`src/rtl/br_trace_pkg.sv`:
```
package br_trace_pkg;
  localparam int unsigned PC_W = 48;

  typedef struct packed {
    logic [PC_W-1:0] src;
    logic [PC_W-1:0] tgt;
    logic            mispred;
  } br_rec_t;
endpackage

```
`src/rtl/br_trace_filter.sv`:
```
module br_trace_filter
  import br_trace_pkg::*;
(
  input  logic            valid_i,
  input  logic            taken_i,
  input  logic            secure_i,
  input  logic            en_i,
  input  logic [PC_W-1:0] src_i,
  input  logic [PC_W-1:0] tgt_i,
  input  logic            mispred_i,
  output logic            acc_o,
  output br_rec_t         rec_o
);
  // Secure-mode and not-taken branches never reach the ring
  assign acc_o         = valid_i & taken_i & en_i & ~secure_i;
  assign rec_o.src     = src_i;
  assign rec_o.tgt     = tgt_i;
  assign rec_o.mispred = mispred_i;
endmodule

```
`src/rtl/br_trace_ring.sv`:
```
module br_trace_ring
  import br_trace_pkg::*;
#(
  parameter int unsigned DEPTH = 16,
  localparam int unsigned IDX_W = $clog2(DEPTH)
) (
  input  logic             clk_i,
  input  logic             rst_ni,
  input  logic             wr_en_i,
  input  br_rec_t          rec_i,
  input  logic             clr_i,
  output logic [IDX_W-1:0] top_o,
  output logic [DEPTH-1:0] valid_o,
  output br_rec_t          mem_o [DEPTH]
);
  logic [IDX_W-1:0] top_q;
  logic [IDX_W-1:0] wr_ptr;
  logic [DEPTH-1:0] valid_q;
  logic             do_wr;

  assign wr_ptr = top_q + 1'b1;
  assign do_wr  = wr_en_i & ~clr_i;

  always_ff @(posedge clk_i or negedge rst_ni) begin
    if (!rst_ni)     top_q <= '1;
    else if (clr_i)  top_q <= '1;
    else if (wr_en_i) top_q <= wr_ptr;
  end

  for (genvar g = 0; g < DEPTH; g++) begin : g_slot
    logic sel;
    assign sel = do_wr && (wr_ptr == IDX_W'(g));

    always_ff @(posedge clk_i or negedge rst_ni) begin
      if (!rst_ni)    valid_q[g] <= 1'b0;
      else if (clr_i) valid_q[g] <= 1'b0;
      else if (sel)   valid_q[g] <= 1'b1;
    end

    always_ff @(posedge clk_i or negedge rst_ni) begin
      if (!rst_ni)  mem_o[g] <= '0;
      else if (sel) mem_o[g] <= rec_i;
    end
  end

  assign top_o   = top_q;
  assign valid_o = valid_q;

  a_r2_advance: assert property (@(posedge clk_i) disable iff (!rst_ni)
    (wr_en_i && !clr_i) |=> (top_q == IDX_W'($past(top_q) + 1'b1)) && valid_q[top_q]);

  a_r9_clear: assert property (@(posedge clk_i) disable iff (!rst_ni)
    clr_i |=> (valid_q == '0) && (top_q == '1));

  a_r7_no_loss: assert property (@(posedge clk_i) disable iff (!rst_ni)
    !clr_i |=> $countones(valid_q) >= $countones($past(valid_q)));
endmodule

```
`src/rtl/br_trace_rd.sv`:
```
module br_trace_rd
  import br_trace_pkg::*;
#(
  parameter int unsigned DEPTH = 16,
  localparam int unsigned IDX_W = $clog2(DEPTH)
) (
  input  logic [IDX_W-1:0] top_i,
  input  logic [IDX_W-1:0] idx_i,
  input  logic [DEPTH-1:0] valid_i,
  input  br_rec_t          mem_i [DEPTH],
  output logic             rd_valid_o,
  output br_rec_t          rd_rec_o
);
  logic [IDX_W-1:0] slot;

  // Age index counts back from the newest slot, wrapping mod DEPTH
  assign slot       = top_i - idx_i;
  assign rd_valid_o = valid_i[slot];
  assign rd_rec_o   = rd_valid_o ? mem_i[slot] : '0;
endmodule

```
`src/rtl/br_trace_log.sv`:
```
module br_trace_log
  import br_trace_pkg::*;
#(
  parameter int unsigned DEPTH = 16,
  localparam int unsigned IDX_W = $clog2(DEPTH)
) (
  input  logic             clk_i,
  input  logic             rst_ni,
  input  logic             log_en_i,
  input  logic             clear_i,
  input  logic             ret_valid_i,
  input  logic [PC_W-1:0]  ret_src_pc_i,
  input  logic [PC_W-1:0]  ret_tgt_pc_i,
  input  logic             ret_taken_i,
  input  logic             ret_mispred_i,
  input  logic             ret_secure_i,
  input  logic [IDX_W-1:0] rd_idx_i,
  output logic [IDX_W-1:0] top_o,
  output logic             rd_valid_o,
  output logic [PC_W-1:0]  rd_src_o,
  output logic [PC_W-1:0]  rd_tgt_o,
  output logic             rd_mispred_o
);
  logic             acc;
  br_rec_t          rec;
  logic [DEPTH-1:0] valid;
  br_rec_t          mem [DEPTH];
  br_rec_t          rd_rec;

  br_trace_filter u_filter (
    .valid_i  (ret_valid_i),
    .taken_i  (ret_taken_i),
    .secure_i (ret_secure_i),
    .en_i     (log_en_i),
    .src_i    (ret_src_pc_i),
    .tgt_i    (ret_tgt_pc_i),
    .mispred_i(ret_mispred_i),
    .acc_o    (acc),
    .rec_o    (rec)
  );

  br_trace_ring #(.DEPTH(DEPTH)) u_ring (
    .clk_i  (clk_i),
    .rst_ni (rst_ni),
    .wr_en_i(acc),
    .rec_i  (rec),
    .clr_i  (clear_i),
    .top_o  (top_o),
    .valid_o(valid),
    .mem_o  (mem)
  );

  br_trace_rd #(.DEPTH(DEPTH)) u_rd (
    .top_i     (top_o),
    .idx_i     (rd_idx_i),
    .valid_i   (valid),
    .mem_i     (mem),
    .rd_valid_o(rd_valid_o),
    .rd_rec_o  (rd_rec)
  );

  assign rd_src_o     = rd_rec.src;
  assign rd_tgt_o     = rd_rec.tgt;
  assign rd_mispred_o = rd_rec.mispred;

  a_r3_not_taken: assert property (@(posedge clk_i) disable iff (!rst_ni)
    (!ret_taken_i && !clear_i) |=> top_o == $past(top_o));

  a_r4_secure: assert property (@(posedge clk_i) disable iff (!rst_ni)
    (ret_secure_i && !clear_i) |=> top_o == $past(top_o));

  a_r5_disabled: assert property (@(posedge clk_i) disable iff (!rst_ni)
    (!log_en_i && !clear_i) |=> top_o == $past(top_o));

  a_r10_no_strobe: assert property (@(posedge clk_i) disable iff (!rst_ni)
    (!ret_valid_i && !clear_i) |=> top_o == $past(top_o));

  a_r8_invalid_zero: assert property (@(posedge clk_i) disable iff (!rst_ni)
    !rd_valid_o |-> (rd_src_o == '0) && (rd_tgt_o == '0) && !rd_mispred_o);
endmodule

```
`config.mk`:
```
export PLATFORM = sky130hd
export DESIGN_NAME = br_trace_log
export DESIGN_NICKNAME = d
export VERILOG_FILES = /design/src/rtl/br_trace_pkg.sv /design/src/rtl/br_trace_filter.sv /design/src/rtl/br_trace_ring.sv /design/src/rtl/br_trace_rd.sv /design/src/rtl/br_trace_log.sv
export SDC_FILE = /design/constraint.sdc
export NUM_CORES = 2
export LEC_CHECK = 0
export CAP_MARGIN = 20
export CORE_MARGIN = 3
export CORE_UTILIZATION = 43
export DETAILED_ROUTE_END_ITERATION = 10
export PLACE_DENSITY = 0.58
export SLEW_MARGIN = 20
export SYNTH_ARGS = -nofsm -noshare
export SYNTH_HDL_FRONTEND = slang
export SYNTH_SLANG_ARGS = --single-unit
```
`constraint.sdc`:
```
create_clock -name clk_i -period 5.3 [get_ports clk_i]
set_input_delay 1.06 -clock clk_i [delete_from_list [all_inputs] [get_ports clk_i]]
set_output_delay 1.06 -clock clk_i [all_outputs]
set_load 0.01 [all_outputs]
```
=== After elaboration in Yosys (flattened, before gate mapping) ===
Cells that the tools add are included.

* Bitwise operators: 7
* Reductions and logical operators: 34
* Muxes and demuxes: 40
* Shifts and indexed selects: 0
* Magnitude comparators: 2
* Equal/unequal tests: 15
* Multipliers: 0
* Divide/modulo/power cells: 0
* Add/subtract/negate cells: 2

{| class="wikitable"
|+ Operators with widths
! kind !! count
|-
| 97-bit binary-select mux with 4-bit select || 1
|-
| 97-bit 2-to-1 mux || 3
|-
| 2-bit nonzero test || 17
|-
| 1-bit 2-to-1 mux || 33
|-
| 4-bit equality test (second input constant) || 8
|-
| 4-bit by 3-bit equality test with 1-bit output (second input constant) || 4
|-
| 1-bit logical AND || 16
|-
| 4-bit by 2-bit equality test with 1-bit output (second input constant) || 2
|-
| 4-bit 2-to-1 mux || 2
|-
| 5-bit greater-or-equal comparator (second input constant) || 1
|-
| 4-bit by 5-bit < comparator with 1-bit output (second input constant) || 1
|-
| 4-bit NOT with 5-bit output || 1
|-
| 4-bit by 1-bit adder with 4-bit output (second input constant) || 1
|-
| 1-bit bitwise AND || 4
|-
| 1-bit binary-select mux with 4-bit select || 1
|-
| 4-bit by 1-bit equality test with 1-bit output (second input constant) || 1
|-
| 4-bit logical NOT || 1
|-
| 4-bit subtractor || 1
|-
| 1-bit NOT || 2
|}

* Logic and storage cells: 165
* Bits in registers: 1572
* Memories kept: 0
* Output and inout port bits: 102
* Memory bits (writable): 0
* Bits in latches: 0
* Memory bits (read-only): 0

=== Logic depth before layout (Yosys ltp) ===
* Word-level depth: 7
* Mapped depth: 12
* Mapped depth without buffers: 8

=== Hierarchy ===
From an unflattened synthesis, not the netlist that was laid out.

* Cells, all modules: 4923
* Area total of the unflattened synthesis: 70581.4 um^2

{| class="wikitable"
|+ Modules (own cells, without submodules)
! module !! cells an instance !! seq. area each (um^2) !! area an instance (um^2) !! times used
|-
| br_trace_ring || 3993 || 39342.7 || 57536.4 || 1
|-
| br_trace_rd || 832 || 0.0 || 12306.8 || 1
|-
| br_trace_filter || 98 || 0.0 || 738.2 || 1
|}

=== Worst setup path after synthesis ===
OpenSTA, ideal clock, no wires.

* Path type: input to output
* Start point: in rd_idx_i[0]
* End point: out rd_src_o[37]
* Data arrival time: 3170 ps
* Stages: 10
* Path slack: 1070 ps
* Path buffers: 4
* Required time: 4240 ps
* Path through: ha_1 > inv_1 > fa_1 > buf_2 > buf_2 > buf_2 > clkbuf_1 > mux4_2 > mux2i_1 > o22ai_1

* Longest elaborated chain between the ends: 6

{| class="wikitable"
|+ RTL lines
! item !! line !! text
|-
| start: declaration || br_trace_log.sv:17 || <nowiki>input logic [IDX_W-1:0] rd_idx_i,</nowiki>
|-
| 4-bit subtractor * || br_trace_rd.sv:17 || <nowiki>assign slot = top_i - idx_i;</nowiki>
|-
| 4-bit NOT with 5-bit output (implied by the code) || br_trace_rd.sv:19 || <nowiki>assign rd_rec_o = rd_valid_o ? mem_i[slot] : '0;</nowiki>
|-
| 97-bit binary-select mux with 4-bit select || br_trace_rd.sv:19 ||
|-
| 97-bit 2-to-1 mux (implied by the code) (2 in series) || br_trace_rd.sv:19 ||
|-
| 97-bit 2-to-1 mux * || br_trace_rd.sv:19 ||
|-
| end: declaration || br_trace_log.sv:20 || <nowiki>output logic [PC_W-1:0] rd_src_o,</nowiki>
|}

Every way passes the cells marked *; elsewhere a longest branch is shown, timed or not. The select of a mux whose other input is x is not followed.

=== Worst setup path after layout ===
* Start point: in rd_idx_i[0]
* End point: out rd_tgt_o[0]

* Longest elaborated chain between the ends: 6

{| class="wikitable"
|+ RTL lines
! item !! line !! text
|-
| 4-bit subtractor * || br_trace_rd.sv:17 ||
|-
| 4-bit NOT with 5-bit output (implied by the code) || br_trace_rd.sv:19 ||
|-
| 97-bit binary-select mux with 4-bit select || br_trace_rd.sv:19 ||
|-
| 97-bit 2-to-1 mux (implied by the code) (2 in series) || br_trace_rd.sv:19 ||
|-
| 97-bit 2-to-1 mux * || br_trace_rd.sv:19 ||
|-
| end: declaration || br_trace_log.sv:21 || <nowiki>output logic [PC_W-1:0] rd_tgt_o,</nowiki>
|}

Marks and branches as above.

==> out/results.ini <==
[status]
status=finished clean

[route]
vias_per_cell=5.70
wl_per_cell_microns=27.3
drtIter0Drc=2510
dr.pass1.iters=5
drt-total-wl_mm=188
drc=0
ant_nets=0
vias=39200

[synthesis]
synth_area_sq_um=71800
synth-seq-area-share=0.548
postSynthCellCount=4299
synth.area.top_cells=dfrtp_1, mux2_2, mux4_2
synth_cell_types=38
synth_common_cells=dfrtp_1, mux2_2, mux4_2, mux2_4, mux2i_1
yosys_most_used_dff=dfrtp_1
synth.net_count=4416
synth.most_common_cell=dfrtp_1
synth_top_area_frac=0.546
ys_seq_elements=1572
ys.warnings.count=0
synthArstFlopShare=1.00
synth-edff-count=0
yosys.area.top_type=dfrtp_1
syn_area_per_cell_sq_um=16.7

[critical_path]
worstSetupStartpointType=primary input
slowest_delay_ps=850
cp_max_fo=8
crit_path_end_kind=output pin
path_common_cell=buf_12
setup.worst_path.class=primary input to output pin
slowest_stage=fa_4
worstPathRequired_ps=4240
cp_cell_sequence=clkdlybuf4s15_2 -> ha_4 -> inv_1 -> fa_4 -> buf_12 -> mux4_2 -> mux2_2 -> nand3_4 -> buf_12 -> buf_4 -> o22ai_4 -> clkdlybuf4s50_1
arrival_ps=4160
cp.buffers_inverters=6
path_delay_family=buffers and inverters

[floorplanning]
design.die.area_sq_um=172000
fp-row-count=149
start_util=0.434
die_height_microns=415
boundaryPins=210
die_w_microns=415
fp.coreArea_sq_um=166000

[timing]
fmax_ghz=0.192
hold_viol=0
min_period_ps=5220
finalSetupViolations=0
worstMarginPinSlew_ps=1050
relSlewSlack=0.300
maxSlewViolCount=0
finalCritPeriodShare=0.985
fin_skew_ps=36.7

[layout]
nFillCells=13800
post-route-util=0.510
area_growth_pct=17.6
nNetsFinal=4663
drive_gt1_frac=0.535

[global_route]
antenna_found_initial=19
grt_max_degree=147
grt_pass1_vias=42100
grt_pass1_wl_mm=286
grt.total_usage=0.221
globalRouteOverflowTotal=0

[power]
power.density_nw_per_um2=327
total_power_w=0.0276
vdd_ir_drop_max_v=0.000367
p_leak_nw=41.0

[cts]
cts_buffers=174
htree_num_levels=4
cts_root_buf=clkbuf_16
cts_sinks=1572
clock_latency_ps=800
cts_hold_buf=0
cts_tree=done
clk_pin_slew_ps=60
clk_path_buf_depth=3

[place]
dp_hpwl_mm=106
place.gp.congestion=0.727
portBuffers=209

[flow_run]
maxCapViolCount=0

[worst_hold_path]
holdCritPathClass=primary input to async pin

[per-stage QoR]
step	hold slack [ps]	area (sq um)	setup TNS (ps)	setup WS [ps]	cells
floorplan	444	71800	0	1070	4299
global placement	464	77400	-31310	-652	6513
detailed placement	467	77400	-30190	-639	6513
CTS	247	84300	-155	-100	6861
global route	218	84500	-1.32	-1.32	6877
finish	201	84500	0	79.5	6879
[final cells by class]
type | count | area [sq um] | share of cell area
antenna | 3 | 7.51 | 0.0000889
clock buffer | 267 | 5270 | 0.0623
clock inverter | 50 | 649 | 0.00769
inverter | 14 | 55.1 | 0.000652
multi-input combinational | 2316 | 31000 | 0.366
sequential | 1572 | 39300 | 0.466
tap | 2189 | 2740 | 0.0324
timing repair buffer | 468 | 5470 | 0.0648
[flip-flops by register name, summed over array words and instances (netlist names)]
register,cells
u_ring.mem_o,1552
u_ring.valid_o,16
u_ring.top_o,4
[path summary, 6_finish.rpt]
path / end / slack [ps] / startpoint / cells after the start
hold reg to reg: u_ring.valid_o[6] / 480 / u_ring.valid_o[6] / 1
max in group asynchronous: u_ring.mem_o[852] / 3530 / rst_ni / 2
setup reg to reg: u_ring.mem_o[367] / 1770 / u_ring.top_o[0] / 8
hold / removal: u_ring.mem_o[626] / 200 / rst_ni / 1
min in group clk_i: u_ring.valid_o[6] / 480 / u_ring.valid_o[6] / 1
setup / recovery: rd_tgt_o[0] / 80 / rd_idx_i[0] / 12
[metal layers]
metal,GRT usage,vias to the layer above,wire length [microns]
met5,0,-,97
met4,0.0608,14,4980
met3,0.0344,293,6560
met2,0.352,660,89100
met1,0.316,21600,87000
li1,-,16600,-
[repair_timing]
action | in CTS | in global routing
cloned | 11 | 0
gates resized for setup | 191 | 24
setup endpoints to repair | 95 | 13
pin swaps | 2 | 0
setup buffers | 21 | 15
[layout by cell type (no fill, tap or decap), drive strengths merged, types with 2 or more instances in the layout]
cell type and n:
dfrtp 1568, mux2 1553, mux4 392, buf 268, clkbuf 267, mux2i 199, clkdlybuf4s50 110, o22ai 97
dlygate4sd2 68, clkinv 37, inv 17, nand2 13, o21ai 10, a21o 10, dlymetal6s2s 9, and2 9
bufinv 8, ha 8, clkdlybuf4s15 8, and3 5, bufbuf 5, dfstp 4, diode 3, nand3 3
a21oi 3, nor2b 2, xnor2 2, clkinvlp 2, xor2 2
[cells by family after synthesis]
kind of cell,count (synthesis),synth area share
flops,1572,0.548
xor+xnor,4,0.000592
compound gates,121,0.0108
buf+inv,412,0.0295
mux,2144,0.406
simple gates,37,0.00329
fa+ha+maj,9,0.00167
[power breakdown]
part	leakage [nW]	switching [W]	total, W	internal, W
Clock	2.92	0.00506	0.0123	0.00726
Combinational	16.3	0.00125	0.00253	0.00128
Sequential	21.7	0.000261	0.0128	0.0125
Note: power is estimated with default switching activity, not from simulation.
